**src/rtl/rom_rd_pkg.sv**
```systemverilog
`timescale 1ns/1ps
package rom_rd_pkg;

    typedef enum logic [2:0] {
        ST_IDLE,
        ST_SETUP,
        ST_ENABLE,
        ST_WAIT,
        ST_RECOVER
    } rd_state_e;

    // time in ps rounded up to whole clock cycles
    function automatic int unsigned to_cyc(input int unsigned t_ps, input int unsigned clk_ps);
        return (t_ps + clk_ps - 1) / clk_ps;
    endfunction

    function automatic int unsigned umax(input int unsigned a, input int unsigned b);
        return (a > b) ? a : b;
    endfunction

    // latch edge counted from the address launch; warm = select already active
    function automatic int unsigned samp_cyc(input int unsigned n_aa, input int unsigned n_ace,
                                             input int unsigned n_oe, input bit warm);
        int unsigned s;
        s = umax(n_aa, umax(n_oe + 1, 3));
        if (!warm) s = umax(s, n_ace);
        return s;
    endfunction

endpackage

```
**src/rtl/rom_rd_cnt.sv**
```systemverilog
`timescale 1ns/1ps
module rom_rd_cnt #(
    parameter int unsigned W = 6
) (
    input  logic         clk,
    input  logic         rst_n,
    input  logic         load_i,
    input  logic         en_i,
    output logic [W-1:0] q_o
);
    logic [W-1:0] cnt_d, cnt_q;

    always_comb begin
        cnt_d = cnt_q;
        if (load_i)
            cnt_d = W'(1);
        else if (en_i && (cnt_q != {W{1'b1}}))
            cnt_d = cnt_q + W'(1);
    end

    always_ff @(posedge clk or negedge rst_n) begin
        if (!rst_n) cnt_q <= '0;
        else        cnt_q <= cnt_d;
    end

    assign q_o = cnt_q;
endmodule

```
**src/rtl/rom_rd_sched.sv**
```systemverilog
`timescale 1ns/1ps
module rom_rd_sched import rom_rd_pkg::*; #(
    parameter int unsigned N_AA   = 15,
    parameter int unsigned N_ACE  = 15,
    parameter int unsigned N_OE   = 7,
    parameter int unsigned N_RC   = 15,
    parameter int unsigned N_FLT  = 6,
    parameter bit          KEEP_CE = 1'b0,
    parameter int unsigned CNT_W  = 6
) (
    input  logic             warm_i,
    input  logic [CNT_W-1:0] cur_tgt_i,
    output logic [CNT_W-1:0] tgt_o,
    output logic [CNT_W-1:0] gap_o
);
    localparam int unsigned S_COLD = samp_cyc(N_AA, N_ACE, N_OE, 1'b0);
    localparam int unsigned S_WARM = samp_cyc(N_AA, N_ACE, N_OE, 1'b1);

    generate
        if (KEEP_CE) begin : g_warm
            assign tgt_o = warm_i ? CNT_W'(S_WARM) : CNT_W'(S_COLD);
        end else begin : g_cold
            logic unused_warm;
            assign unused_warm = warm_i;
            assign tgt_o = CNT_W'(S_COLD);
        end
    endgenerate

    logic [CNT_W-1:0] flt_end;
    assign flt_end = cur_tgt_i + CNT_W'(N_FLT);
    assign gap_o   = (flt_end > CNT_W'(N_RC)) ? flt_end : CNT_W'(N_RC);
endmodule

```
**src/rtl/rom_rd_lane.sv**
```systemverilog
`timescale 1ns/1ps
module rom_rd_lane (
    input  logic        byte_i,
    input  logic [15:0] d_i,
    output logic [15:0] data_o
);
    // byte reads: the ROM places the selected byte on the low lane
    assign data_o = byte_i ? {8'h00, d_i[7:0]} : d_i;
endmodule

```
**src/rtl/rom_rd_ctrl.sv**
```systemverilog
`timescale 1ns/1ps
module rom_rd_ctrl import rom_rd_pkg::*; #(
    parameter int unsigned ADDR_W    = 21,
    parameter int unsigned CLK_PS    = 10000,
    parameter int unsigned T_AA_PS   = 150000,
    parameter int unsigned T_ACE_PS  = 150000,
    parameter int unsigned T_OE_PS   = 70000,
    parameter int unsigned T_RC_PS   = 150000,
    parameter int unsigned T_FLT_PS  = 60000,
    parameter bit          KEEP_CE   = 1'b0
) (
    input  logic              clk,
    input  logic              rst_n,
    input  logic              req_valid,
    output logic              req_ready,
    input  logic [ADDR_W:0]   req_addr,
    input  logic              req_byte,
    output logic              rsp_valid,
    output logic [15:0]       rsp_data,
    output logic [ADDR_W-1:0] rom_addr,
    output logic              rom_lsb_out,
    output logic              rom_lsb_oe,
    output logic              rom_byte_n,
    output logic              rom_ce_n,
    output logic              rom_oe_n,
    input  logic [15:0]       rom_d_in
);
    localparam int unsigned N_AA   = to_cyc(T_AA_PS,  CLK_PS);
    localparam int unsigned N_ACE  = to_cyc(T_ACE_PS, CLK_PS);
    localparam int unsigned N_OE   = to_cyc(T_OE_PS,  CLK_PS);
    localparam int unsigned N_RC   = to_cyc(T_RC_PS,  CLK_PS);
    localparam int unsigned N_FLT  = to_cyc(T_FLT_PS, CLK_PS);
    localparam int unsigned S_MAX  = samp_cyc(N_AA, N_ACE, N_OE, 1'b0);
    localparam int unsigned G_MAX  = umax(N_RC, S_MAX + N_FLT);
    localparam int unsigned CNT_W  = $clog2(G_MAX + 2);

    typedef struct packed {
        rd_state_e         st;
        logic [ADDR_W-1:0] addr;
        logic              lsb;
        logic              byte_m;
        logic              ce_n;
        logic              oe_n;
        logic [CNT_W-1:0]  tgt;
        logic              vld;
        logic [15:0]       data;
    } regs_t;

    localparam regs_t REGS_RST = '{
        st: ST_IDLE, addr: '0, lsb: 1'b0, byte_m: 1'b0, ce_n: 1'b1,
        oe_n: 1'b1, tgt: CNT_W'(3), vld: 1'b0, data: '0
    };

    regs_t            regs_d, regs_q;
    logic [CNT_W-1:0] cnt_q;
    logic [CNT_W-1:0] tgt_new;
    logic [CNT_W-1:0] gap_end;
    logic [15:0]      cap_data;
    logic             warm;
    logic             gap_done;
    logic             ready;
    logic             accept;

    assign gap_done = (regs_q.st == ST_RECOVER) && (cnt_q >= gap_end);
    assign ready    = (regs_q.st == ST_IDLE) || gap_done;
    assign accept   = req_valid && ready;
    assign warm     = (regs_q.st == ST_RECOVER) && !regs_q.ce_n;

    rom_rd_cnt #(.W(CNT_W)) u_cnt (
        .clk    (clk),
        .rst_n  (rst_n),
        .load_i (accept),
        .en_i   (regs_q.st != ST_IDLE),
        .q_o    (cnt_q)
    );

    rom_rd_sched #(
        .N_AA(N_AA), .N_ACE(N_ACE), .N_OE(N_OE), .N_RC(N_RC),
        .N_FLT(N_FLT), .KEEP_CE(KEEP_CE), .CNT_W(CNT_W)
    ) u_sched (
        .warm_i    (warm),
        .cur_tgt_i (regs_q.tgt),
        .tgt_o     (tgt_new),
        .gap_o     (gap_end)
    );

    rom_rd_lane u_lane (
        .byte_i (regs_q.byte_m),
        .d_i    (rom_d_in),
        .data_o (cap_data)
    );

    always_comb begin
        regs_d     = regs_q;
        regs_d.vld = 1'b0;
        unique case (regs_q.st)
            ST_IDLE: ;
            ST_SETUP: begin
                regs_d.oe_n = 1'b0;
                regs_d.st   = ST_ENABLE;
            end
            ST_ENABLE: regs_d.st = ST_WAIT;
            ST_WAIT: begin
                if (cnt_q == regs_q.tgt) begin
                    regs_d.data = cap_data;
                    regs_d.vld  = 1'b1;
                    regs_d.oe_n = 1'b1;
                    regs_d.ce_n = !KEEP_CE;
                    regs_d.st   = ST_RECOVER;
                end
            end
            ST_RECOVER: begin
                if (gap_done) begin
                    regs_d.ce_n = 1'b1;
                    regs_d.st   = ST_IDLE;
                end
            end
            default: regs_d = REGS_RST;
        endcase
        if (accept) begin
            regs_d.st     = ST_SETUP;
            regs_d.addr   = req_addr[ADDR_W:1];
            regs_d.lsb    = req_addr[0];
            regs_d.byte_m = req_byte;
            regs_d.ce_n   = 1'b0;
            regs_d.oe_n   = 1'b1;
            regs_d.tgt    = tgt_new;
        end
    end

    always_ff @(posedge clk or negedge rst_n) begin
        if (!rst_n) regs_q <= REGS_RST;
        else        regs_q <= regs_d;
    end

    assign req_ready   = ready;
    assign rsp_valid   = regs_q.vld;
    assign rsp_data    = regs_q.data;
    assign rom_addr    = regs_q.addr;
    assign rom_lsb_out = regs_q.lsb;
    assign rom_lsb_oe  = regs_q.byte_m;
    assign rom_byte_n  = !regs_q.byte_m;
    assign rom_ce_n    = regs_q.ce_n;
    assign rom_oe_n    = regs_q.oe_n;
endmodule

```
**config.mk**
```make
export PLATFORM = sky130hd
export DESIGN_NAME = rom_rd_ctrl
export DESIGN_NICKNAME = d
export VERILOG_FILES = /design/src/rtl/rom_rd_pkg.sv /design/src/rtl/rom_rd_cnt.sv /design/src/rtl/rom_rd_sched.sv /design/src/rtl/rom_rd_lane.sv /design/src/rtl/rom_rd_ctrl.sv
export SDC_FILE = /design/constraint.sdc
export NUM_CORES = 1
export LEC_CHECK = 0
export BUFFER_PORTS_ARGS = -buffer_cell sky130_fd_sc_hd__buf_2
export CAP_MARGIN = 20
export CORE_MARGIN = 1
export CORE_UTILIZATION = 45
export CTS_CLUSTER_SIZE = 24
export DETAILED_ROUTE_END_ITERATION = 16
export PLACE_DENSITY = 0.72
export SLEW_MARGIN = 30
export SYNTH_ARGS = -nofsm -noshare
export SYNTH_HDL_FRONTEND = slang
export SYNTH_SLANG_ARGS = --single-unit
```
**constraint.sdc**
```tcl
create_clock -name clk -period 1.9 [get_ports clk]
set_input_delay 0.285 -clock clk [delete_from_list [all_inputs] [get_ports clk]]
set_output_delay 0.285 -clock clk [all_outputs]
set_load 0.03 [all_outputs]
```
==> impl_metrics.tcl, run 1 <==
set metrics [dict create \
    outcome "finished, violations left" \
    violations "negative setup slack" \
    required_ns 1.62 \
    crit_chain "inv_1 > ha_1 > nand3_1 > o2111a_2 > nor3_2 > buf_4" \
    grt_setup_unrepaired "true" \
    diodes 0 \
    grt_max_degree 41 \
    synth-edff-count 0 \
    avgSynthCellArea_um2 10.7 \
    slowest_delay_ns 0.41 \
    finalPower_w 0.00183 \
    grt_usage_pct 17.3 \
    fmax_mhz 491 \
    synth_top_cell_by_area "dfrtp_1" \
    io_pins 86 \
    die_x_um 77.3 \
    coreArea_um2 5470 \
    layout.nets 347 \
    gr-total-overflow 0 \
    vias 1738 \
    synth_top_area_share_pct 48.1 \
    die_area_um2 5970 \
    ant_nets 0 \
    relSlewSlack_pct 63.7 \
    yosys_register_bits 51 \
    drc 0 \
    setup_slack_ns -0.138 \
    arrival_ns 1.75 \
    cts_root_buffer "clkbuf_8" \
    rows 27 \
    ys_warn_count 0 \
    netlist_area_um2 2550 \
    skew_ns 0.00937 \
    antenna_found_initial 0 \
    leakagePower_nw 1.78 \
    critPathKind "reg -> out" \
    syn2layout_area_growth_pct 19.6 \
    drive_above_1_share_pct 40.2 \
    maxCapViolations 0 \
    yosysMostFrequentCell "dfrtp_1" \
    drv_slew 0 \
    worstMarginPinSlew_ns 0.541 \
    clkPwrFrac_pct 36.4 \
    min_path_type "in -> reg" \
    fill_cells 489 \
    worstSetupStartpointType "register" \
    die_y_um 77.3 \
    vdd_drop_max_uv 499 \
    drt_iter0_drc 46 \
    grt_first_pass_wirelength_um 8200 \
    synth_cell_types 35 \
    powerDensity_nw_per_um2 600 \
    clk_pin_slew_ns 0.10 \
    synth_fp_nets 285 \
    wl_per_cell_um 13.3 \
    cp_slowest_cell "dfrtp_1" \
    ys_top_cells_by_area "dfrtp_1, buf_4, mux2i_1" \
    post-route-min-period_ns 2.04 \
    finalSetupViolCount 41 \
    fin_crit_sh_pct 107 \
    post-dp-hpwl_um 3280 \
    ys_seq_area_share_pct 50.2 \
    synth_cells 238 \
    yosys-top-cells-count "dfrtp_1, buf_4, nand2_1" \
    cts_tree "built" \
    cts.sinks 51 \
    htree_levels 2 \
    io_buffers 85 \
    sw_frac_of_total_pct 22.2 \
    cts_buffer_depth 2 \
    initial_core_util_pct 46.6 \
    vias_per_cell 4.66 \
    setup.worst_path.end_class "output port" \
    numCtsBuffers 5 \
    firstDrtPassIters 4 \
    routed_wl_um 4950 \
    combPwrFrac_pct 4.3 \
    final_hold_viol_count 0 \
    p_int_w 0.00142 \
    ys.flop_type "dfrtp_1" \
    seqPwrFrac_pct 59.4 \
    gp_congestion 0.856 \
    timing.hold.ws_ns 0.187 \
    clkLatencyLatePin_ns 0.30 \
    p_switching_w 0.000405 \
    grt_pass1_vias 1734 \
    crit_path_max_fanout 4 \
    ys_async_sr_fraction_pct 100 \
]
==> cells by family after synthesis <==
family | after synthesis | synth area share, %
muxes | 24 | 9.47
xor gates and xnor gates | 4 | 1.37
buffers and inverters | 73 | 17.4
DFF | 51 | 50.2
and+or+nand+nor | 50 | 9.38
adders and majority gates | 5 | 2.45
AOI/OAI and AO/OA | 31 | 9.72
==> worst max-delay path, delay by kind of cell (launching register included) <==
family / cells / cell delay [ns]
AND/OR/NAND/NOR: 2 / 0.21
flip-flops: 1 / 0.41
AO/OA/AOI/OAI: 1 / 0.29
adder cells (fa/ha/maj): 1 / 0.29
buffers and inverters: 2 / 0.25
==> cell type report <==
class                           instances  area, um^2  area share, %
Tap cell                               72        90.1           2.96
Clock inverter                          2        16.3          0.534
Clock buffer                            6        82.6           2.71
Inverter                               28         105           3.45
Multi-Input combinational cell        114         848           27.8
Timing Repair Buffer                  100         627           20.6
Sequential cell                        51        1280           42.0
==> state kept, by name, indices dropped and copies added (netlist names) <==
register / cells
rom_lsb_out: 1
regs_q: 4
rom_addr: 21
rom_lsb_oe: 1
rom_ce_n: 1
rom_oe_n: 1
u_cnt.q_o: 5
rsp_valid: 1
rsp_data: 16
==> repair_timing <==
action,in CTS,in global routing
hold buffers,1,0
cloned,1,2
gates resized for setup,4,4
buffers inserted,4,0
setup endpoints to repair,31,44
endpoints found under the hold margin,11,0
pin swaps,2,2
==> per-stage QoR <==
| step | setup WS (ns) | setup TNS [ns] | util (%) | cell area (um^2) | std cells |
|---|---|---|---|---|---|
| floorplan | 0.0475 | 0 | - | 2550 | 238 |
| CTS | -0.131 | -1.23 | 54.5 | 2980 | 371 |
| detailed placement | -0.0592 | -0.502 | 51.4 | 2810 | 357 |
| global route | -0.246 | -6.27 | 55.7 | 3050 | 373 |
| global placement | 0.0234 | 0 | 51.4 | 2810 | 357 |
| finish | -0.138 | -2.33 | 55.7 | 3050 | 373 |
==> power groups by stage <==
| stage | clock [W] | combinational (W) | sequential, W |
|---|---|---|---|
| 2_1_floorplan | 0 | 0.0000100 | 0.00111 |
| 3_3_place_gp | 0 | 0.0000774 | 0.00111 |
| 3_5_place_dp | 0 | 0.0000783 | 0.00111 |
| 4_1_cts | 0.000686 | 0.0000804 | 0.00108 |
| 5_1_grt | 0.000741 | 0.0000908 | 0.00109 |
| 6_report | 0.000665 | 0.0000780 | 0.00108 |
==> placed cells by master (no fill, tap or decap), types with 2 or more instances in the layout <==
master / n
mux2i_2: 2
inv_1: 28
a21o_1: 2
nand2_1: 31
a22o_1: 16
dfrtp_1: 49
buf_12: 2
buf_2: 84
mux2i_1: 21
ha_1: 5
nor3_1: 2
nor3_2: 2
o21ai_0: 3
buf_4: 9
clkbuf_16: 2
nand3_1: 2
nor2_1: 5
clkbuf_8: 6
dfstp_2: 2
xnor2_1: 3
a21oi_1: 4
==> per-layer routing <==
layer	global-route usage, %	wire length [um]	up-vias
li1	-	-	865
met1	24.1	2390	815
met2	27.3	2280	54
met3	4.29	243	4
met4	3.77	31	0
met5	0	0	-
==> final timing paths <==
| check | start | end | slack [ns] | cells after the start |
|---|---|---|---|---|
| hold reg to reg | rsp_data[4] | rsp_data[4] | 0.50 | 1 |
| setup reg to reg | regs_q[19] | rom_addr[7] | -0.12 | 8 |
| max in group asynchronous | rst_n | rom_oe_n | 0.96 | 3 |
| hold / removal | rom_d_in[14] | rsp_data[14] | 0.19 | 2 |
| setup / recovery | regs_q[19] | req_ready | -0.14 | 6 |
| min in group asynchronous | rst_n | rom_addr[4] | 0.40 | 2 |
(Power assumes the default switching activity.)
==> run 2: changes to the inputs <==
- CORE_UTILIZATION: 45 -> 49
- PLACE_DENSITY: 0.72 -> 0.73
- SYNTH_HIERARCHICAL: unset -> 1
==> impl_metrics.tcl, run 2 <==
set metrics [dict create \
    routed_wl_um 7820 \
    setup_slack_ns -0.829 \
    r2r-end "rom_addr[11]" \
    die_area_um2 7460 \
    fmax_mhz 366 \
    gr-total-overflow 0 \
    antenna_found_initial 0 \
    cts_tree "built" \
    final_cell_mix "buf_2, dfrtp_1, nand3_1" \
    synth_cells 386 \
    cts_root_buffer "clkbuf_8" \
    final_hold_viol_count 0 \
    crit_chain "inv_2 > ha_4 > xor2_2 > nor2_1 > o21ai_2 > inv_2 > ha_4 > nand2_4 > o21ai_4 > nand3_2 > a311oi_4 > buf_6" \
    rr_startpoint "regs_q[18]" \
    final_common_cell "buf_2" \
    leakagePower_nw 2.31 \
    finalSetupViolCount 38 \
    avgSynthCellArea_um2 9.03 \
    initial_core_util_pct 51.0 \
    setup.worst_path.end_class "output port" \
    worstHoldEndpoint "rom_addr[1]" \
    vias_per_cell 5.01 \
    finalPower_w 0.00809 \
    grt_setup_unrepaired "true" \
    tns_ns -23.75 \
    utilization_pct 63.5 \
    skew_ns 0.00949 \
    die_x_um 86.4 \
    worstSetupStartpointType "register" \
    grt_usage_pct 21.2 \
    violations "negative setup slack" \
    numCtsBuffers 5 \
    largest_reg_flops 21 \
    io_buffers 85 \
    layout.nets 505 \
    netlist_area_um2 3490 \
    fin_crit_sh_pct 144 \
    arrival_ns 2.44 \
    cts.sinks 55 \
    fin_cells 551 \
    relSlewSlack_pct 59.4 \
    slowest_delay_ns 0.55 \
    vias 2763 \
    clkLatencyLatePin_ns 0.31 \
    hold_start "req_addr[2]" \
    maxCapViolations 0 \
    required_ns 1.62 \
    critPathKind "reg -> out" \
    reg2reg_slack_ns -0.70 \
    drc 0 \
    worstMarginPinSlew_ns 0.607 \
    rows 30 \
    coreArea_um2 6830 \
    io_pins 86 \
    hold_depth 3 \
    outcome "finished, violations left" \
    r2r.worst_path.cells 12 \
    die_y_um 86.4 \
    grt_max_degree 39 \
    post-route-min-period_ns 2.73 \
    preCtsSetupSlack_ns -0.747 \
    wl_per_cell_um 14.2 \
    firstDrtPassIters 4 \
    post-dp-hpwl_um 5300 \
    ys_warn_count 6 \
    grt_first_pass_wirelength_um 12500 \
    clk_pin_slew_ns 0.11 \
    drv_slew 0 \
    powerDensity_nw_per_um2 1870 \
    cp_slowest_cell "dfstp_2" \
    drt_iter0_drc 109 \
    drive_above_1_share_pct 38.2 \
    dp.cells 529 \
    grt_pass1_vias 2716 \
    syn2layout_area_growth_pct 24.4 \
    diodes 0 \
    ant_nets 0 \
    vdd_drop_max_uv 928 \
    crit_path_max_fanout 3 \
    htree_levels 2 \
    min_path_type "in -> reg" \
    cts_buffer_depth 2 \
    gp_congestion 0.849 \
]
-- run 2: cell types whose count changed in the layout (fill, tap and decap cells not counted), moves of 4 or more --
cell      delta
a22o_1      -16
nand3_1     +35
inv_1        +6
conb_1       +5
nand2b_1     +5
ha_4         +6
nor2b_1     +25
mux2i_1      +7
buf_6        +4
nand4b_1    +16
o21ai_0     +15
buf_4       +25
-- run 2: what timing repair did --
| item | 4_1_cts | 5_1_grt |
|---|---|---|
| endpoints found under the hold margin | 16 | 0 |
| buffers inserted | 10 | 7 |
| pin swaps | 9 | 9 |
| setup endpoints to repair | 38 | 38 |
| resized for setup | 21 | 17 |
| hold buffers | 1 | 0 |
| gates cloned | 3 | 0 |
-- run 2: worst max-delay path: cells and delay by family (launching register included) --
family                   cells  cell delay (ns)
flip-flops                   1             0.55
adder cells (fa/ha/maj)      2             0.46
AO/OA/AOI/OAI                3             0.48
AND/OR/NAND/NOR              3             0.23
buffers and inverters        3             0.28
XOR/XNOR                     1             0.14
-- run 2: how the worst max path moves through the flow --
stage	slack [ns]	endpoint	from	cells after the start
floorplan	-0.62	req_ready	regs_q[18]	11
global placement	-0.71	req_ready	regs_q[18]	12
detailed placement	-0.75	req_ready	regs_q[18]	12
CTS	-0.86	req_ready	regs_q[18]	12
global route	-0.96	req_ready	regs_q[18]	12
finish	-0.83	req_ready	regs_q[18]	12
-- run 2: where the power goes --
group          leakage, nW  total (W)  internal (W)  switching [W]
Clock               0.0428   0.000673      0.000268       0.000405
Sequential           0.672    0.00220       0.00175       0.000444
Combinational         1.59    0.00522       0.00220        0.00302
-- run 2: cell type report --
type                    instances  area, um^2
multi-input cells             225        1720
clock buffers                   7        76.3
well taps                      96         120
clock inverters                 1        8.76
repair buffers                130         885
flip-flops and latches         55        1380
fillers                       601        2490
inverters                      37         151
-- run 2: layer usage --
layer	track usage (%)	vias to the layer above	share of wire [%]
met2	38.5	86	51
li1	-	1358	-
met1	25.8	1313	43
met3	4.00	6	5.2
met5	0	-	0
met4	5.45	0	1.1
-- run 2: per-stage QoR --
stage                     cell area, um^2  hold slack (ns)
final                                4340            0.187
after global routing                 4340            0.189
after CTS                            4230            0.189
after detailed placement             3910            0.274
after global placement               3910            0.271
after floorplan                      3600          -0.0106
==> run 3: changes to the inputs <==
- CELL_PAD_IN_SITES_DETAIL_PLACEMENT: unset -> 1
- CELL_PAD_IN_SITES_GLOBAL_PLACEMENT: unset -> 2
- CORE_UTILIZATION: 49 -> 32
- PLACE_DENSITY: 0.73 -> 0.76
- clock period: 1.9 -> 2.6 ns (I/O delays scaled with it)
==> impl_metrics.tcl, run 3 (synthesized netlist as in run 2, its figures left out) <==
set metrics [dict create \
    final_common_cell "buf_2" \
    die_y_um 106 \
    maxCapViolations 0 \
    cts.sinks 55 \
    worstMarginPinSlew_ns 0.738 \
    tns_ns -1.95 \
    violations "negative setup slack" \
    powerDensity_nw_per_um2 1360 \
    fmax_mhz 333 \
    finalSetupViolCount 32 \
    drt_iter0_drc 109 \
    critPathKind "reg -> out" \
    grt_first_pass_wirelength_um 14400 \
    dp.cells 554 \
    r2r.worst_path.cells 14 \
    drv_slew 0 \
    rr_startpoint "regs_q[18]" \
    diodes 0 \
    setup_slack_ns -0.406 \
    die_x_um 106 \
    crit_path_max_fanout 3 \
    final_cell_mix "buf_2, dfrtp_1, nand3_1" \
    setup.worst_path.end_class "output port" \
    htree_levels 2 \
    coreArea_um2 10500 \
    skew_ns 0.00918 \
    gr-total-overflow 0 \
    clkLatencyLatePin_ns 0.32 \
    firstDrtPassIters 4 \
    layout.nets 495 \
    clk_pin_slew_ns 0.11 \
    slowest_delay_ns 0.57 \
    vdd_drop_max_uv 464 \
    utilization_pct 41.3 \
    syn2layout_area_growth_pct 23.8 \
    cts_root_buffer "clkbuf_8" \
    wl_per_cell_um 16.2 \
    antenna_found_initial 0 \
    drc 0 \
    gp_congestion 0.783 \
    grt_setup_unrepaired "true" \
    arrival_ns 2.62 \
    grt_usage_pct 15.9 \
    min_path_type "in -> async" \
    numCtsBuffers 5 \
    finalPower_w 0.00587 \
    cp_slowest_cell "dfstp_2" \
    grt_max_degree 25 \
    required_ns 2.21 \
    leakagePower_nw 2.28 \
    initial_core_util_pct 33.3 \
    cts_tree "built" \
    vias_per_cell 4.77 \
    io_buffers 85 \
    vias 2773 \
    post-route-min-period_ns 3.01 \
    die_area_um2 11300 \
    routed_wl_um 9430 \
    final_hold_viol_count 0 \
    io_pins 86 \
    grt_pass1_vias 2844 \
    cts_buffer_depth 2 \
    largest_reg_flops 21 \
    relSlewSlack_pct 50.8 \
    fin_cells 581 \
    outcome "finished, violations left" \
    reg2reg_slack_ns -0.11 \
    crit_chain "inv_2 > ha_4 > xor2_2 > nor2_1 > o21ai_2 > inv_2 > ha_4 > nand2_2 > o21ai_2 > nand3_2 > a311oi_4 > buf_6" \
    post-dp-hpwl_um 6100 \
    worstSetupStartpointType "register" \
    rows 37 \
    fin_crit_sh_pct 116 \
    ant_nets 0 \
    r2r-end "u_cnt/q_o[0]" \
    drive_above_1_share_pct 37.8 \
]
run 3: final cells by class:
cell class                      instances  area (um^2)
Fill cell                            1248         6140
Multi-Input combinational cell        225         1710
Sequential cell                        55         1380
Timing Repair Buffer                  120          816
Tap cell                              136          170
Inverter                               37          145
Clock buffer                            5         68.8
Clock inverter                          3         28.8
run 3: worst max path at each step:
stage	start	end	slack, ns	cells after the start
3_5_place_dp	regs_q[18]	req_ready	-0.19	12
6_report	regs_q[18]	req_ready	-0.41	12
5_1_grt	regs_q[18]	req_ready	-0.55	12
3_3_place_gp	regs_q[18]	req_ready	-0.12	12
4_1_cts	regs_q[18]	req_ready	-0.33	12
2_1_floorplan	regs_q[18]	req_ready	-0.02	11
run 3: power breakdown:
group / switching, W / internal [W] / leakage (nW)
Sequential: 0.000375 / 0.00128 / 0.672
Combinational: 0.00224 / 0.00145 / 1.56
Clock: 0.000328 / 0.000201 / 0.0502
Total: 0.00294 / 0.00293 / 2.28
run 3: layer usage:
layer | track usage (%) | vias up | share of wire (%) | routed length, um
met5 | 0 | - | 0 | 0
met1 | 20.4 | 1360 | 44 | 4110
met3 | 3.13 | 11 | 4.2 | 394
met2 | 27.8 | 70 | 51 | 4830
met4 | 2.68 | 0 | 1.0 | 99
li1 | - | 1332 | - | -
run 3: critical path, delay by kind of cell (launching register included):
family / cells / cell delay [ns]
xor gates and xnor gates: 1 / 0.15
DFF: 1 / 0.57
AOI/OAI and AO/OA: 3 / 0.55
and+or+nand+nor: 3 / 0.28
buffers and inverters: 3 / 0.29
adders and majority gates: 2 / 0.46
run 3: timing repair:
action / 4_1_cts / 5_1_grt
pin swaps: 5 / 8
gates resized for setup: 9 / 31
cloned: 0 / 4
setup endpoints to repair: 6 / 38
setup buffers: 3 / 12
hold buffers: 0 / 0
run 3: per-stage QoR:
stage               hold WS (ns)  area [um^2]  setup slack (ns)
floorplan                 0.0944         3540           -0.0233
global placement           0.377         3800            -0.124
detailed placement         0.374         3800            -0.192
CTS                       0.0189         3970            -0.327
global route              0.0206         4320            -0.548
finish                   0.00702         4320            -0.406
